## config.mk

```make
export PLATFORM = sky130hd
export DESIGN_NAME = irq_redirect_ctrl
export DESIGN_NICKNAME = d
export VERILOG_FILES = /design/src/rtl/irq_redirect_pkg.sv /design/src/rtl/irq_input_sync.sv /design/src/rtl/irq_rte_bank.sv /design/src/rtl/irq_pin_track.sv /design/src/rtl/irq_msg_arbiter.sv /design/src/rtl/irq_redirect_ctrl.sv
export SDC_FILE = /design/constraint.sdc
export NUM_CORES = 1
export LEC_CHECK = 0
export ABC_AREA = 0
export ABC_CLOCK_PERIOD_IN_PS = 6840
export BUFFER_PORTS_ARGS = -buffer_cell sky130_fd_sc_hd__buf_2
export CAP_MARGIN = 20
export CORE_MARGIN = 2
export CORE_UTILIZATION = 28
export DETAILED_ROUTE_END_ITERATION = 10
export PLACE_DENSITY = 0.44
export RECOVER_POWER = 50
export SYNTH_ARGS = -nofsm -noshare
export SYNTH_HDL_FRONTEND = slang
export SYNTH_SLANG_ARGS = --single-unit
```

## constraint.sdc

```tcl
create_clock -name clk -period 6.84 [get_ports clk]
set_input_delay 0.684 -clock clk [delete_from_list [all_inputs] [get_ports clk]]
set_output_delay 0.684 -clock clk [all_outputs]
set_load 0.005 [all_outputs]
```

## src/rtl/irq_redirect_pkg.sv

```systemverilog
`timescale 1ns/1ps
package irq_redirect_pkg;

   // redirection entry low word bit positions
   localparam int LO_VEC_LSB  = 0;
   localparam int LO_MODE_LSB = 8;
   localparam int LO_POL_BIT  = 13;
   localparam int LO_SVC_BIT  = 14;
   localparam int LO_TRIG_BIT = 15;
   localparam int LO_MASK_BIT = 16;
   localparam int HI_DEST_LSB = 16;

   // register index map
   localparam logic [7:0] IDX_ID       = 8'h00;
   localparam logic [7:0] IDX_VER      = 8'h01;
   localparam logic [7:0] IDX_RTE_BASE = 8'h10;

   typedef enum logic [1:0] {
      SLOT_SEL = 2'd0,
      SLOT_WIN = 2'd1,
      SLOT_EOI = 2'd2,
      SLOT_RSV = 2'd3
   } bus_slot_e;

   typedef struct packed {
      logic [15:0] dest;
      logic        mask;
      logic        trig;
      logic        pol;
      logic [2:0]  mode;
      logic [7:0]  vec;
   } rte_t;

   localparam rte_t RTE_RESET = '{dest: 16'h0, mask: 1'b1, trig: 1'b0,
                                  pol: 1'b0, mode: 3'd0, vec: 8'h0};

endpackage

```

## src/rtl/irq_input_sync.sv

```systemverilog
`timescale 1ns/1ps
module irq_input_sync #(
   parameter int WIDTH  = 8,
   parameter int STAGES = 2
) (
   input  logic             clk,
   input  logic             rst_n,
   input  logic [WIDTH-1:0] raw,
   output logic [WIDTH-1:0] synced
);

   if (STAGES == 0) begin : g_bypass
      logic unused_clk;
      assign unused_clk = clk ^ rst_n;
      assign synced = raw;
   end else begin : g_chain
      logic [WIDTH-1:0] stage_q [STAGES];
      always_ff @(posedge clk or negedge rst_n) begin
         if (!rst_n) begin
            for (int s = 0; s < STAGES; s++) stage_q[s] <= '0;
         end else begin
            stage_q[0] <= raw;
            for (int s = 1; s < STAGES; s++) stage_q[s] <= stage_q[s-1];
         end
      end
      assign synced = stage_q[STAGES-1];
   end

endmodule

```

## src/rtl/irq_rte_bank.sv

```systemverilog
`timescale 1ns/1ps
module irq_rte_bank
   import irq_redirect_pkg::*;
#(
   parameter int         NUM_PINS = 8,
   parameter logic [7:0] VERSION  = 8'h21
) (
   input  logic                clk,
   input  logic                rst_n,
   input  logic                bus_wr,
   input  logic [1:0]          bus_addr,
   input  logic [31:0]         bus_wdata,
   output logic [31:0]         bus_rdata,
   input  logic [NUM_PINS-1:0] svc,
   output rte_t                rte [NUM_PINS],
   output logic                eoi_fire,
   output logic [7:0]          eoi_vec
);

   localparam logic [31:0] VER_WORD = {8'h00, 8'(NUM_PINS - 1), 8'h00, VERSION};

   logic [7:0] sel_q;
   logic [7:0] id_q;
   logic [7:0] rel;
   logic [6:0] ent_idx;
   logic       ent_hit;
   logic       win_wr;
   logic       unused_bits;

   assign rel     = sel_q - IDX_RTE_BASE;
   assign ent_idx = rel[7:1];
   assign ent_hit = (sel_q >= IDX_RTE_BASE) && (int'(ent_idx) < NUM_PINS);
   assign win_wr  = bus_wr && (bus_addr == SLOT_WIN);

   assign eoi_fire = bus_wr && (bus_addr == SLOT_EOI);
   assign eoi_vec  = bus_wdata[7:0];
   assign unused_bits = ^{bus_wdata[LO_SVC_BIT], bus_wdata[12:11]};

   always_ff @(posedge clk or negedge rst_n) begin
      if (!rst_n) begin
         sel_q <= '0;
         id_q  <= '0;
      end else begin
         if (bus_wr && bus_addr == SLOT_SEL) sel_q <= bus_wdata[7:0];
         if (win_wr && sel_q == IDX_ID)      id_q  <= bus_wdata[31:24];
      end
   end

   for (genvar i = 0; i < NUM_PINS; i++) begin : g_entry
      rte_t ent_q;
      logic hit_lo, hit_hi;
      assign hit_lo = win_wr && ent_hit && (int'(ent_idx) == i) && !sel_q[0];
      assign hit_hi = win_wr && ent_hit && (int'(ent_idx) == i) &&  sel_q[0];
      always_ff @(posedge clk or negedge rst_n) begin
         if (!rst_n) begin
            ent_q <= RTE_RESET;
         end else if (hit_hi) begin
            ent_q.dest <= bus_wdata[HI_DEST_LSB +: 16];
         end else if (hit_lo) begin
            ent_q.vec  <= bus_wdata[LO_VEC_LSB +: 8];
            ent_q.mode <= bus_wdata[LO_MODE_LSB +: 3];
            ent_q.pol  <= bus_wdata[LO_POL_BIT];
            ent_q.trig <= bus_wdata[LO_TRIG_BIT];
            ent_q.mask <= bus_wdata[LO_MASK_BIT];
         end
      end
      assign rte[i] = ent_q;
   end

   always_comb begin
      rte_t       pick;
      logic       pick_svc;
      logic [31:0] win;
      pick     = RTE_RESET;
      pick_svc = 1'b0;
      for (int i = 0; i < NUM_PINS; i++) begin
         if (int'(ent_idx) == i) begin
            pick     = rte[i];
            pick_svc = svc[i];
         end
      end
      win = '0;
      if (sel_q == IDX_ID) begin
         win[31:24] = id_q;
      end else if (sel_q == IDX_VER) begin
         win = VER_WORD;
      end else if (ent_hit) begin
         if (sel_q[0]) begin
            win[HI_DEST_LSB +: 16] = pick.dest;
         end else begin
            win[LO_VEC_LSB +: 8]  = pick.vec;
            win[LO_MODE_LSB +: 3] = pick.mode;
            win[LO_POL_BIT]       = pick.pol;
            win[LO_SVC_BIT]       = pick_svc;
            win[LO_TRIG_BIT]      = pick.trig;
            win[LO_MASK_BIT]      = pick.mask;
         end
      end
      case (bus_addr)
         SLOT_SEL: bus_rdata = {24'h0, sel_q};
         SLOT_WIN: bus_rdata = win;
         default:  bus_rdata = '0;
      endcase
   end

endmodule

```

## src/rtl/irq_pin_track.sv

```systemverilog
`timescale 1ns/1ps
module irq_pin_track (
   input  logic       clk,
   input  logic       rst_n,
   input  logic       pin_lvl,
   input  logic       pol,
   input  logic       trig,
   input  logic       mask,
   input  logic [7:0] vec,
   input  logic       load_hit,
   input  logic       load_level,
   input  logic [7:0] load_vec,
   input  logic       eoi_fire,
   input  logic [7:0] eoi_vec,
   output logic       req,
   output logic       svc
);

   logic act, prev_q, pend_q, svc_q, edge_seen;

   assign act       = pin_lvl ^ pol;
   assign edge_seen = act & ~prev_q;

   always_ff @(posedge clk or negedge rst_n) begin
      if (!rst_n) begin
         prev_q <= 1'b0;
         pend_q <= 1'b0;
         svc_q  <= 1'b0;
      end else begin
         prev_q <= act;
         // edge latch: masked or level entries hold nothing
         if (mask || trig)   pend_q <= 1'b0;
         else if (edge_seen) pend_q <= 1'b1;
         else if (load_hit)  pend_q <= 1'b0;
         // in-service mark: a delivery of the shared vector wins over EOI
         if (!trig)                                svc_q <= 1'b0;
         else if (load_level && vec == load_vec)   svc_q <= 1'b1;
         else if (eoi_fire && vec == eoi_vec)      svc_q <= 1'b0;
      end
   end

   assign req = ~mask & (trig ? (act & ~svc_q) : pend_q);
   assign svc = svc_q;

endmodule

```

## src/rtl/irq_msg_arbiter.sv

```systemverilog
`timescale 1ns/1ps
module irq_msg_arbiter #(
   parameter int NUM_PINS = 8
) (
   input  logic                      clk,
   input  logic                      rst_n,
   input  logic [NUM_PINS-1:0]       req,
   input  logic [NUM_PINS-1:0][7:0]  ent_vec,
   input  logic [NUM_PINS-1:0][2:0]  ent_mode,
   input  logic [NUM_PINS-1:0][15:0] ent_dest,
   input  logic [NUM_PINS-1:0]       ent_trig,
   output logic [NUM_PINS-1:0]       load_hit,
   output logic                      load_level,
   output logic [7:0]                load_vec,
   output logic                      msg_valid,
   input  logic                      msg_ready,
   output logic [7:0]                msg_vector,
   output logic [2:0]                msg_mode,
   output logic [15:0]               msg_dest
);

   localparam int IDX_W = (NUM_PINS > 1) ? $clog2(NUM_PINS) : 1;

   logic [IDX_W-1:0] pick;
   logic             any;
   logic             load;

   always_comb begin
      pick = '0;
      any  = 1'b0;
      for (int i = NUM_PINS - 1; i >= 0; i--) begin
         if (req[i]) begin
            pick = IDX_W'(i);
            any  = 1'b1;
         end
      end
   end

   assign load       = any & ~msg_valid;
   assign load_level = load & ent_trig[pick];
   assign load_vec   = ent_vec[pick];

   always_comb begin
      for (int i = 0; i < NUM_PINS; i++) load_hit[i] = load && (pick == IDX_W'(i));
   end

   always_ff @(posedge clk or negedge rst_n) begin
      if (!rst_n) begin
         msg_valid  <= 1'b0;
         msg_vector <= '0;
         msg_mode   <= '0;
         msg_dest   <= '0;
      end else if (msg_valid && msg_ready) begin
         msg_valid <= 1'b0;
      end else if (load) begin
         msg_valid  <= 1'b1;
         msg_vector <= ent_vec[pick];
         msg_mode   <= ent_mode[pick];
         msg_dest   <= ent_dest[pick];
      end
   end

endmodule

```

## src/rtl/irq_redirect_ctrl.sv

```systemverilog
`timescale 1ns/1ps
module irq_redirect_ctrl
   import irq_redirect_pkg::*;
#(
   parameter int         NUM_PINS    = 8,
   parameter logic [7:0] VERSION     = 8'h21,
   parameter int         SYNC_STAGES = 2
) (
   input  logic                clk,
   input  logic                rst_n,
   input  logic [NUM_PINS-1:0] irq_in,
   input  logic                bus_wr,
   input  logic [1:0]          bus_addr,
   input  logic [31:0]         bus_wdata,
   output logic [31:0]         bus_rdata,
   output logic                msg_valid,
   input  logic                msg_ready,
   output logic [7:0]          msg_vector,
   output logic [2:0]          msg_mode,
   output logic [15:0]         msg_dest
);

   if (NUM_PINS < 1 || NUM_PINS > 120) begin : g_bad_pins
      $error("NUM_PINS must lie in 1..120 to fit the index map");
   end
   if (SYNC_STAGES < 0 || SYNC_STAGES > 4) begin : g_bad_sync
      $error("SYNC_STAGES must lie in 0..4");
   end

   logic [NUM_PINS-1:0]       pin_lvl;
   logic [NUM_PINS-1:0]       pin_req;
   logic [NUM_PINS-1:0]       pin_svc;
   logic [NUM_PINS-1:0]       pin_trig;
   logic [NUM_PINS-1:0][7:0]  pin_vec;
   logic [NUM_PINS-1:0][2:0]  pin_mode;
   logic [NUM_PINS-1:0][15:0] pin_dest;
   logic [NUM_PINS-1:0]       load_hit;
   logic                      load_level;
   logic [7:0]                load_vec;
   logic                      eoi_fire;
   logic [7:0]                eoi_vec;
   rte_t                      rte [NUM_PINS];

   irq_input_sync #(.WIDTH(NUM_PINS), .STAGES(SYNC_STAGES)) u_sync (
      .clk(clk), .rst_n(rst_n), .raw(irq_in), .synced(pin_lvl)
   );

   irq_rte_bank #(.NUM_PINS(NUM_PINS), .VERSION(VERSION)) u_bank (
      .clk(clk), .rst_n(rst_n), .bus_wr(bus_wr), .bus_addr(bus_addr),
      .bus_wdata(bus_wdata), .bus_rdata(bus_rdata), .svc(pin_svc),
      .rte(rte), .eoi_fire(eoi_fire), .eoi_vec(eoi_vec)
   );

   for (genvar i = 0; i < NUM_PINS; i++) begin : g_pin
      assign pin_trig[i] = rte[i].trig;
      assign pin_vec[i]  = rte[i].vec;
      assign pin_mode[i] = rte[i].mode;
      assign pin_dest[i] = rte[i].dest;
      irq_pin_track u_track (
         .clk(clk), .rst_n(rst_n), .pin_lvl(pin_lvl[i]),
         .pol(rte[i].pol), .trig(rte[i].trig), .mask(rte[i].mask),
         .vec(rte[i].vec), .load_hit(load_hit[i]), .load_level(load_level),
         .load_vec(load_vec), .eoi_fire(eoi_fire), .eoi_vec(eoi_vec),
         .req(pin_req[i]), .svc(pin_svc[i])
      );
   end

   irq_msg_arbiter #(.NUM_PINS(NUM_PINS)) u_arb (
      .clk(clk), .rst_n(rst_n), .req(pin_req), .ent_vec(pin_vec),
      .ent_mode(pin_mode), .ent_dest(pin_dest), .ent_trig(pin_trig),
      .load_hit(load_hit), .load_level(load_level), .load_vec(load_vec),
      .msg_valid(msg_valid), .msg_ready(msg_ready), .msg_vector(msg_vector),
      .msg_mode(msg_mode), .msg_dest(msg_dest)
   );

endmodule

```

After elaboration in Yosys (flattened, before gate mapping)
Cells that the tools add are included.
- register bits after elaboration: 324
- input port bits: 46
- add/subtract/negate cells: 1
- equal/unequal tests: 41
- reduce and logical (&&, ||, !) cells: 86
- order comparisons: 3
- bitwise gates (word level): 68
- muxes and demuxes: 109
- operator list (cell ; count):
    $mux W30 ; 8
    $eq A8 B8 Y1 ; 16
    $mux W1 ; 76
    $pmux W32 S2 ; 1
    $logic_and A1 B1 Y1 ; 55
    $bmux W16 S3 ; 1
    $mux W19 ; 2
    $not A1 Y1 ; 34
    $mux W11 ; 3
    $mux W3 ; 10
    $eq A7 B4 Y1 const B ; 4
    $and A1 B1 Y1 ; 26
    $bmux W8 S3 ; 1
    $mux W24 ; 1
    $ne A3 B1 Y1 const B ; 8
    $reduce_bool A3 Y1 ; 8
    $reduce_and A2 Y1 ; 9
    $mux W16 ; 1
    $mux W8 ; 2
    $mux W15 ; 1
    $eq A7 B3 Y1 const B ; 2
    $eq A3 B3 Y1 const B ; 4
    $bmux W3 S3 ; 1
    $eq A8 B1 Y1 const B ; 1
    other kinds (18) ; 33

Depth between registers and ports, before layout
Gate-level depths: netlist of run 1.
- depth after elaboration: 18
- gate-level depth with buffers: 14

Hierarchy
Synthesis of run 1 repeated with hierarchy kept, for this count alone.
- cells, all modules: 1596
- area total of the unflattened synthesis: 18561.6 µm²
- modules (own cells, without submodules) (module ; instances ; sequential area each (µm²) ; area each (µm²) ; cells each):
    irq_rte_bank ; 1 ; 6416.2 ; 12436.9 ; 906
    irq_pin_track ; 8 ; 75.1 ; 359.1 ; 40
    irq_msg_arbiter ; 1 ; 700.7 ; 2791.4 ; 346
    irq_input_sync ; 1 ; 400.4 ; 460.4 ; 24

Worst setup path after synthesis of run 1
No wires, ideal clock.
- kind: flip-flop to output port
- from: reg u_bank.sel_q[4]
- to: out bus_rdata[24]
- cell stages (with the launch flop): 15
- arrival: 2.748 ns
- path slack: 3.408 ns
- path buffers: 3
- cell sequence: dfrtp_1 inv_1 ha_1 nor2_1 nor2b_1 nor3_1 nand2_1 clkbuf_1 nor3_1 clkbuf_1 buf_1 a22oi_1 a31oi_1 a21oi_1 nor2_1
- longest elaborated chain between the ends: 15
- elaborated cells on any way between the ends: 27
- classes of those cells: 1 x add/sub; 2 x order compare; 8 x eq/ne; 13 x mux; 3 x reduce/logical
- RTL lines (element ; line ; text):
    start: declaration ; irq_rte_bank.sv:22 ; logic [7:0] sel_q;
    start signal: assignment ; irq_rte_bank.sv:44 ; if (bus_wr && bus_addr == SLOT_SEL) sel_q <= bus_wdata[7:0];
    $sub A8 B5 Y8 ; irq_rte_bank.sv:30 ; assign rel = sel_q - IDX_RTE_BASE;
    $logic_not A7 Y1 ; irq_rte_bank.sv:77 ; if (int'(ent_idx) == i) begin
    $mux W30 (8 in series) ; irq_rte_bank.sv:77 ;
    $mux W15 ; irq_rte_bank.sv:88 ; if (sel_q[0]) begin
    $mux W19 ; irq_rte_bank.sv:87 ; end else if (ent_hit) begin
    $mux W19 ; irq_rte_bank.sv:85 ; end else if (sel_q == IDX_VER) begin
    $mux W8 (*) ; irq_rte_bank.sv:83 ; if (sel_q == IDX_ID) begin
    $pmux W32 S2 (*) ; irq_rte_bank.sv:99 ; case (bus_addr)
    end: declaration ; irq_redirect_ctrl.sv:15 ; output logic [31:0] bus_rdata,
Every way passes the cells marked *; elsewhere a longest branch is shown, timed or not.

Final worst setup path of run 1
- from: reg u_bank.sel_q[2]
- to: out bus_rdata[4]
- longest elaborated chain between the ends: 15
- elaborated cells on any way between the ends: 27
- classes of those cells: 1 x add/sub; 2 x order compare; 8 x eq/ne; 13 x mux; 3 x reduce/logical
- RTL lines (element ; line):
    $sub A8 B5 Y8 ; irq_rte_bank.sv:30
    $logic_not A7 Y1 ; irq_rte_bank.sv:77
    $mux W30 (8 in series) ; irq_rte_bank.sv:77
    $mux W11 ; irq_rte_bank.sv:88
    $mux W11 ; irq_rte_bank.sv:87
    $mux W11 ; irq_rte_bank.sv:85
    $mux W24 (*) ; irq_rte_bank.sv:83
    $pmux W32 S2 (*) ; irq_rte_bank.sv:99
Marks and branches as above.

==> impl_results.md, run 1 <==
- Critical path's slowest cell: dfrtp_4
- Sw Ratio: around 34%
- Final ANT Viol Nets: 0
- Largest net degree at the start of global routing: around 150
- PwrDens: roughly 280 nW/µm²
- R2R depth: 10
- Grt met3 use: under 10%
- Hold WC Path Type: input port to async pin
- Layout net count: 1719
- Inserted Clock Buffers: 41
- Slew headroom: -128%
- Die Wd: 257 µm
- Die Y: around 260 µm
- Global route overflow: 0
- Die ar.: 66000 µm²
- Synth async-reset ratio: 100%
- Crit path cell chain: nor2_1 -> nand2_1 -> o21ai_0 -> nor3_2 -> o21ai_0 -> o21ai_0 -> buf_2
- Endpoints failing hold: 0
- Post-DR vias/cell: 5.43
- Most frequent cells in the layout: 314 x dfrtp_1, 257 x mux2_2, 128 x nand2_1
- Latest clock arrival within the worst-skew pair: between 500 and 600 ps
- First-pass GRT wire length: 94.5 mm
- # rows: 92
- P_sw: between 1.5 and 2 mW
- Drt drc: 0
- Worst R2R Start: u_bank.rte[222]
- Worst EP arrival: 4270 ps
- Commonest non-fill, non-tap cell in the layout: dfrtp_1
- Critical Path RT: 6160 ps
- P_int: 3.78 mW
- Synth cell types: 85
- Seq pwr share: about 36%
- Critical path's largest stage delay: 1010 ps
- # IOs: 106
- Clk root buf: clkbuf_16
- Setup Fix Bufs, Post-CTS: 0
- CTS resizes: 0
- Actual slew at the worst max-slew pin: approximately 3400 ps
- Critical path capture point type: output port
- Critical Path Most Common Cell: o21ai_0
- Cell family with most CP delay: simple AND/OR/NAND/NOR gates
- Combinational Power Share: 24.8%
- Post-cts hold buffer count: 0
- Cell count after synthesis: around 1600
- R2R Setup Slk: 2740 ps
- Synth-to-Final Area Change: 15.9%
- Drt wl/cell: 24.7 µm
- Met1 usage: 26.1%
- Met2 usage: 31.1%
- Port bufs: 100
- Setup Slack @ Placement: 2560 ps
- Critical Path Source Type: register
- R2R Path End: g_pin[4].u_track.svc
- Num Clock Sinks: between 300 and 400
- Worst Slack Setup Final: roughly 1900 ps
- CP bufs+invs: 1
- Leakage: 9.33 nW
- Endpoints failing setup: 0
- Clock skew: 21.9 ps
- Cell area after synthesis: between 15000 and 20000 µm²
- Number of iterations in the first detailed-routing pass: 5
- Final std cells w/o fill: 2553
- Post-route minimum period: between 4000 and 5000 ps
- Placed cell count: 2472
- FMAX: 0.202 GHz
- VDD IR max: 157 µV
- Flops & latches, synth: 324
- Register area share after synthesis: 45.3%
- Final Cycle Share: 72.4%
- Failing checks: max-capacitance violations, max-slew violations
- Core Area: 63200 µm²
- Setup TNS: 0 ps
- CTS tree: done
- CTS clk-pin slew, worst paths: 60 ps
- Clk buf depth: 3
- Yosys warnings: 0
- Setup CP Type: register to output port
- GR Util All Layers: between 10% and 20%
- Initial DRC count: between 1000 and 1500
- Run status: complete, but fails checks
- Detailed Route WL: 63.1 mm
- Fill count: 6406
- Share of cells above drive strength 1: 31.2%
- RSZ-0062 raised after global routing: false
- Clock Power Share: 39.3%
- Gp weighted congestion: just under 0.9
- EDFF count, synth: 0
- Detailed placer's ending HPWL: 41.1 mm
- Initial antenna violation count: 4
- Via count: 13900
- Vias in the first global route: roughly 14000
- Pins Over Slew Limit: 62
- Synth Flop Type: dfrtp_1
- Starting Density: 28.3%
- Max-cap check violation count: 1
- Synthesized area per cell: about 11 µm²
- Crit path max fanout: between 40 and 50
- H-tree depth: 2
- Top Usage Layer GRT: met2
-- power by group through the flow --
stage          sequential (mW)  combinational (mW)  clock [mW]
6_report                  2.07                1.43        2.27
2_1_floorplan             2.04               0.909           0
5_1_grt                   2.08                1.53        2.41
3_3_place_gp              2.10                1.41           0
4_1_cts                   2.07                1.44        2.33
3_5_place_dp              2.11                1.44           0
-- sequential cells by signal (all words and copies together) (netlist names) --
register / cells
g_pin.u_track.pend_q: 8
u_arb.msg_vector: 8
u_arb.msg_mode: 3
u_arb.msg_dest: 16
u_bank.id_q: 8
u_sync.g_chain.stage_q: 8
u_bank.rte: 240
g_pin.u_track.prev_q: 8
u_sync.synced: 8
u_bank.sel_q: 8
u_arb.msg_valid: 1
g_pin.u_track.svc: 8
-- routing by layer --
metal  routed length [µm]  vias up
met5                   13        -
met4                 1480        2
met3                 3350       89
met2                29800      442
met1                28500     7195
li1                     -     6128
-- cells in the mapped netlist (13+ instances only) --
cell      count  area, µm²
a21oi_1      80        400
xnor2_1      39        342
inv_1        19       71.3
a31oi_1      14       87.6
o21ai_0      81        405
and2_1       14       87.6
clkbuf_1     91        342
nor2_1       34        128
dfrtp_1     316       7910
xor2_1       83        727
a22o_1       16        140
mux2_2      257       2890
nand3_1      31        155
mux4_2       32        721
buf_1        17       63.8
a211oi_1     13       97.6
nand4_1      13       81.3
nor4_1       18        113
a211o_1      21        184
nand2_1     130        488
a22oi_1     102        766
-- cell type report --
cell class	instances	area [µm²]	area share (%)
clock inverter	20	259	1.25
clock buffer	56	1160	5.60
sequential	324	8130	39.1
antenna	3	7.51	0.0362
inverter	19	71.3	0.344
timing repair buffer	137	798	3.85
multi-input combinational	1148	9280	44.7
tap	846	1060	5.10
-- worst max-delay path by stage --
stage / start / endpoint / cells past startpoint
2_1_floorplan: u_bank.sel_q[4] / bus_rdata[24] / 14
3_3_place_gp: u_bank.sel_q[2] / bus_rdata[3] / 7
3_5_place_dp: u_bank.sel_q[2] / bus_rdata[4] / 7
4_1_cts: u_bank.sel_q[2] / bus_rdata[4] / 7
5_1_grt: u_bank.sel_q[2] / bus_rdata[7] / 7
6_report: u_bank.sel_q[2] / bus_rdata[4] / 7
-- cell families after synthesis --
kind of cell | Yosys count | share of synthesized area, %
mux | 290 | 20.2
simple gates | 311 | 8.67
xor+xnor | 125 | 6.24
buf+inv | 138 | 3.15
fa+ha+maj | 2 | 0.140
flops | 324 | 45.3
other cells | 1 | 0.0209
compound gates | 418 | 16.2
-- through the flow --
step | hold WS (ps) | util, % | area, µm² | power, mW
detailed placement | 336 | 30.6 | 19300 | 3.54
global route | 191 | 32.8 | 20700 | 6.02
finish | 122 | 32.8 | 20800 | 5.77
global placement | 338 | 30.6 | 19300 | 3.52
CTS | 186 | 32.9 | 20800 | 5.84
floorplan | 331 | - | 17900 | 2.95
No activity file was read; power rests on OpenSTA's default activity.
==> inputs of run 2 (changes only) <==
- ABC_CLOCK_PERIOD_IN_PS: 6840 -> 4150
- PLACE_DENSITY: 0.44 -> 0.45
- clock period: 6.84 -> 4.15 ns (I/O delays scaled with it)
==> impl_results.md, run 2 (synthesis results as in run 1) <==
- Run status: complete, but fails checks
- Failing checks: max-capacitance violations, max-slew violations
- PwrDens: 456 nW/µm²
- R2R Setup Slk: 490 ps
- Critical Path Most Common Cell: buf_4
- Die Wd: 257 µm
- Sw Ratio: 33.6%
- Most frequent cells in the layout: 314 x dfrtp_1, 257 x mux2_2, 128 x nand2_1
- Commonest non-fill, non-tap cell in the layout: dfrtp_1
- Share of cells above drive strength 1: around a third
- Max FFs per register: between 200 and 250
- Crit path max fanout: 14
- Clock skew: ~28 ps
- Critical Path Source Type: register
- Num Clock Sinks: 324
- Cell family with most CP delay: simple AND/OR/NAND/NOR gates
- Pins Over Slew Limit: 97
- Die ar.: around 66000 µm²
- Setup Slack @ Placement: 474 ps
- N_diodes: 0
- Fill count: 6430
- Gp weighted congestion: a little under 0.9
- First-pass GRT wire length: about 95 mm
- Final ANT Viol Nets: 0
- Endpoints failing hold: 0
- Drt drc: 0
- Fin area: approximately 21000 µm²
- Combinational Power Share: between 20% and 30%
- Number of iterations in the first detailed-routing pass: 5
- P_sw: approximately 3.2 mW
- P_int: 6.39 mW
- R2R Path End: g_pin[5].u_track.svc
- Global route overflow: 0
- Worst Hold End: u_arb.msg_valid
- Initial DRC count: 1064
- Drt wl/cell: 24.7 µm
- H-tree depth: 2
- Core Area: 63200 µm²
- Worst Slack Setup Final: 206 ps
- Clk root buf: clkbuf_16
- Latest clock arrival within the worst-skew pair: 580 ps
- Clk buf depth: 3
- Hold Path Cell Cnt: 2
- Min-Delay Startpoint: msg_ready
- Starting Density: between 20 and 30%
- Clock Power Share: 39.2%
- GR Util All Layers: between 10% and 20%
- RSZ-0062 raised after global routing: true
- Die Y: 257 µm
- Hold WC Path Type: input port to register
- Actual slew at the worst max-slew pin: roughly 2700 ps
- Critical path's largest stage delay: 450 ps
- Via count: 14000
- Initial antenna violation count: 4
- Critical Path RT: 3730 ps
- Inserted Clock Buffers: slightly above 40
- Port bufs: 100
- R2R depth: 10
- Crit path cell chain: inv_1 -> ha_1 -> nor2_1 -> nor2b_1 -> nor3_1 -> buf_4 -> nand2_1 -> nor3b_2 -> buf_4 -> a221o_1 -> a21oi_1 -> o21ai_1 -> buf_2
- Largest net degree at the start of global routing: 99
- Hold_ws: between 40 and 50 ps
- Endpoints failing setup: 0
- Synth-to-Final Area Change: 17.7%
- # IOs: 106
- Leakage: 9.50 nW
- Slew headroom: -82.8%
- Post-route minimum period: 3940 ps
- Worst EP arrival: 3530 ps
- Seq pwr share: 34.8%
- Cell Area, Placed: ~20000 µm²
- # rows: 92
- Critical path's slowest cell: dfrtp_1
- Detailed placer's ending HPWL: 41.4 mm
- Critical path capture point type: output port
- CP bufs+invs: 4
- VDD IR max: around 250 µV
- Worst R2R Start: u_bank.rte[222]
- Setup CP Type: register to output port
- Layout net count: 1752
- Max-cap check violation count: 1
- Post-DR vias/cell: 5.41
- CTS tree: done
- Vias in the first global route: approximately 14000
- CTS clk-pin slew, worst paths: 50 ps
- Detailed Route WL: about 64 mm
- Final Cycle Share: 95.0%
- FMAX: 0.254 GHz
run 2: cell count changes in the layout (fill, tap and decap cells not counted), sizes merged:
cell         before  now
dlygate4sd3       0    9
clkinvlp          3    0
buf             122  142
clkbuf           71   87
clkinv           12    3
diode             3    0
run 2: worst register-to-register path, cell delays in order, from the launching register on:
cell	delay (ps)
dfrtp_1	500
nor3b_1	220
a21oi_2	480
nand2_1	210
a211oi_2	590
a22oi_1	270
a22oi_4	420
xor2_1	180
nand4b_1	110
a2111o_1	350
o31ai_1	220
run 2: worst max-delay path by stage:
stage	to	slack, ps	from	depth (start not counted)
4_1_cts	bus_rdata[7]	2	u_bank.sel_q[4]	11
5_1_grt	bus_rdata[16]	-70	u_bank.sel_q[4]	13
2_1_floorplan	bus_rdata[24]	990	u_bank.sel_q[4]	14
3_3_place_gp	g_pin[5].u_track.svc	570	u_bank.rte[222]	10
6_report	bus_rdata[7]	210	u_bank.sel_q[4]	13
3_5_place_dp	g_pin[5].u_track.svc	470	u_bank.rte[222]	10
run 2: cell type report:
class / count / area (µm²) / area share [%]
sequential: 324 / 8130 / 38.5
clock buffer: 68 / 1260 / 5.97
timing repair buffer: 170 / 1130 / 5.36
clock inverter: 8 / 166 / 0.789
multi-input combinational: 1148 / 9280 / 44.0
inverter: 19 / 71.3 / 0.338
tap: 846 / 1060 / 5.02
run 2: power groups by stage:
stage / combinational [mW] / sequential (mW) / clock, mW
detailed placement: 2.50 / 3.40 / 0
global placement: 2.49 / 3.40 / 0
floorplan: 1.50 / 3.37 / 0
CTS: 2.52 / 3.35 / 3.88
finish: 2.50 / 3.35 / 3.78
global route: 2.68 / 3.36 / 4.00
run 2: repair_timing:
action	CTS	global route
resized for setup	0	7
hold endpoints to repair	99	0
hold buffers	9	0
endpoints found under the setup margin	0	18
setup buffers	0	1
run 2: routing by layer:
layer / GRT usage [%] / vias to the layer above / part of all wire [%]
li1: - / 6184 / -
met1: 25.7 / 7198 / 45
met5: 0 / - / 0.070
met3: 2.95 / 115 / 5.2
met2: 31.4 / 457 / 47
met4: 6.15 / 8 / 2.8
run 2: per-stage QoR:
step / util, % / total power [mW] / setup TNS (ps) / cells
3_3_place_gp: 31.1 / 5.89 / 0 / 2497
5_1_grt: 33.4 / 10.0 / -760 / 2583
6_report: 33.4 / 9.63 / 0 / 2583
3_5_place_dp: 31.1 / 5.91 / 0 / 2497
4_1_cts: 33.5 / 9.75 / 0 / 2582
2_1_floorplan: - / 4.87 / 0 / 1610
==> inputs of run 3 (changes only) <==
- CELL_PAD_IN_SITES_DETAIL_PLACEMENT: unset -> 0
- CELL_PAD_IN_SITES_GLOBAL_PLACEMENT: unset -> 2
- CORE_UTILIZATION: 28 -> 38
- PLACE_DENSITY: 0.45 -> 0.78
==> impl_results.md, run 3 (synthesis results as in run 1) <==
- Combinational Power Share: 26.0%
- Final Cycle Share: 94.8%
- FMAX: between 0.2 and 0.3 GHz
- # rows: around 80
- P_sw: between 3 and 4 mW
- Max FFs per register: 240
- Critical path capture point type: output port
- Largest net degree at the start of global routing: 110
- Setup Fix Bufs, Post-CTS: 0
- Detailed placer's ending HPWL: 39.0 mm
- Failing checks: max-capacitance violations, max-slew violations
- Actual slew at the worst max-slew pin: between 1500 and 2000 ps
- Die Wd: 221 µm
- Starting Density: 38.5%
- Port bufs: 100
- Worst EP arrival: 3520 ps
- Crit path max fanout: 16
- Crit path cell chain: inv_1 -> ha_1 -> nor2_1 -> nor2b_1 -> nor3_1 -> buf_4 -> nand2_2 -> nor3b_4 -> buf_6 -> a221o_1 -> o221ai_1 -> a21oi_2 -> buf_2
- Critical Path RT: 3730 ps
- Clk buf depth: 3
- Pins Over Slew Limit: 201
- Hold_ws: 34.7 ps
- Number of iterations in the first detailed-routing pass: 6
- Critical Path Source Type: register
- Endpoints failing hold: 0
- Drt drc: 0
- Post-route minimum period: between 3000 and 4000 ps
- Clk root buf: clkbuf_16
- Gp weighted congestion: 0.901
- Die Y: 221 µm
- Die ar.: 48900 µm²
- Multi-input logic area: approximately 9300 µm²
- Layout net count: 1750
- Drt wl/cell: 25.6 µm
- Detailed Route WL: 59.8 mm
- Setup TNS: 0 ps
- Initial antenna violation count: 2
- Global route overflow: 0
- Post-DR vias/cell: between 5 and 6
- Initial DRC count: 1048
- First-pass GRT wire length: approximately 92 mm
- Synth-to-Final Area Change: 14.9%
- Leakage: between 9 and 10 nW
- # IOs: 106
- RSZ-0062 raised after global routing: false
- PwrDens: 450 nW/µm²
- Vias in the first global route: 14200
- Num Clock Sinks: roughly 320
- Slew headroom: -22.6%
- Most frequent cells in the layout: 314 x dfrtp_1, 256 x mux2_2, 127 x nand2_1
- Hold WC Path Type: input port to register
- GR Util All Layers: 24.5%
- Clock skew: 17.4 ps
- Share of cells above drive strength 1: 31.7%
- Clock Power Share: 37.3%
- Critical path's largest stage delay: 410 ps
- Run status: complete, but fails checks
- Commonest non-fill, non-tap cell in the layout: dfrtp_1
- CTS clk-pin slew, worst paths: 60 ps
- P_int: 6.13 mW
- Setup CP Type: register to output port
- Seq pwr share: 36.7%
- Latest clock arrival within the worst-skew pair: between 500 and 600 ps
- Setup Slack @ Placement: 594 ps
- Via count: ~14000
- Inserted Clock Buffers: 38
- CTS tree: done
- Core Area: roughly 47000 µm²
- Sw Ratio: 33.8%
- Max-cap check violation count: 3
- Critical path's slowest cell: dfrtp_1
- Seq. cell area: 8130 µm²
- Endpoints failing setup: 0
- Worst Slack Setup Final: approximately 220 ps
- H-tree depth: 2
- Fill count: 4388
- VDD IR max: 342 µV
- Final ANT Viol Nets: 0
## run 3: area by class of cell
cell class / instances / share of cell area (%)
Antenna cell: 1 / 0.0122
Clock buffer: 53 / 5.29
Clock inverter: 13 / 0.839
Inverter: 19 / 0.346
Sequential cell: 324 / 39.5
Multi-Input combinational cell: 1148 / 45.1
Timing Repair Buffer: 171 / 5.25
Tap cell: 607 / 3.69
## run 3: what timing repair did
item	4_1_cts	5_1_grt
hold buffers	9	0
hold endpoints to repair	57	0
resized for setup	2	9
setup endpoints to repair	2	12
## run 3: path summary, 6_finish.rpt
path	startpoint	slack (ps)	endpoint	cells past startpoint
hold / removal	msg_ready	30	u_arb.msg_valid	2
setup reg to reg	u_bank.rte[222]	520	g_pin[4].u_track.svc	11
hold reg to reg	u_sync.g_chain.stage_q[13]	350	u_sync.synced[5]	0
min in group asynchronous	rst_n	450	u_sync.g_chain.stage_q[11]	2
setup / recovery	u_bank.sel_q[4]	220	bus_rdata[18]	13
max in group asynchronous	rst_n	1270	u_bank.rte[202]	3
## run 3: metrics by stage
stage | power, mW | cells | utilization, % | instance area, µm²
after global routing | 9.64 | 2336 | 44.2 | 20600
after detailed placement | 5.83 | 2260 | 41.5 | 19300
after global placement | 5.83 | 2260 | 41.5 | 19300
after floorplan | 4.87 | 1610 | - | 17900
after CTS | 9.33 | 2335 | 44.4 | 20700
final | 9.26 | 2336 | 44.2 | 20600
## run 3: power groups by stage
stage          clock network [mW]  registers, mW  logic [mW]
2_1_floorplan                   0           3.37        1.50
3_3_place_gp                    0           3.45        2.38
3_5_place_dp                    0           3.45        2.38
4_1_cts                      3.54           3.40        2.39
5_1_grt                      3.65           3.42        2.58
6_report                     3.45           3.40        2.41
## run 3: worst max-delay path: cells and delay by family (launching register included)
kind	cells	cell delay, ps
and+or+nand+nor	5	910
buffers and inverters	4	700
AOI/OAI and AO/OA	3	690
DFF	1	410
adders and majority gates	1	230
## run 3: per-layer routing
metal,routed length [µm],GRT usage [%],up-vias
met2,26900,37.4,496
met1,27100,35.0,7115
met4,1960,8.98,0
met3,3850,4.16,111
met5,0,0,-
li1,-,-,6174
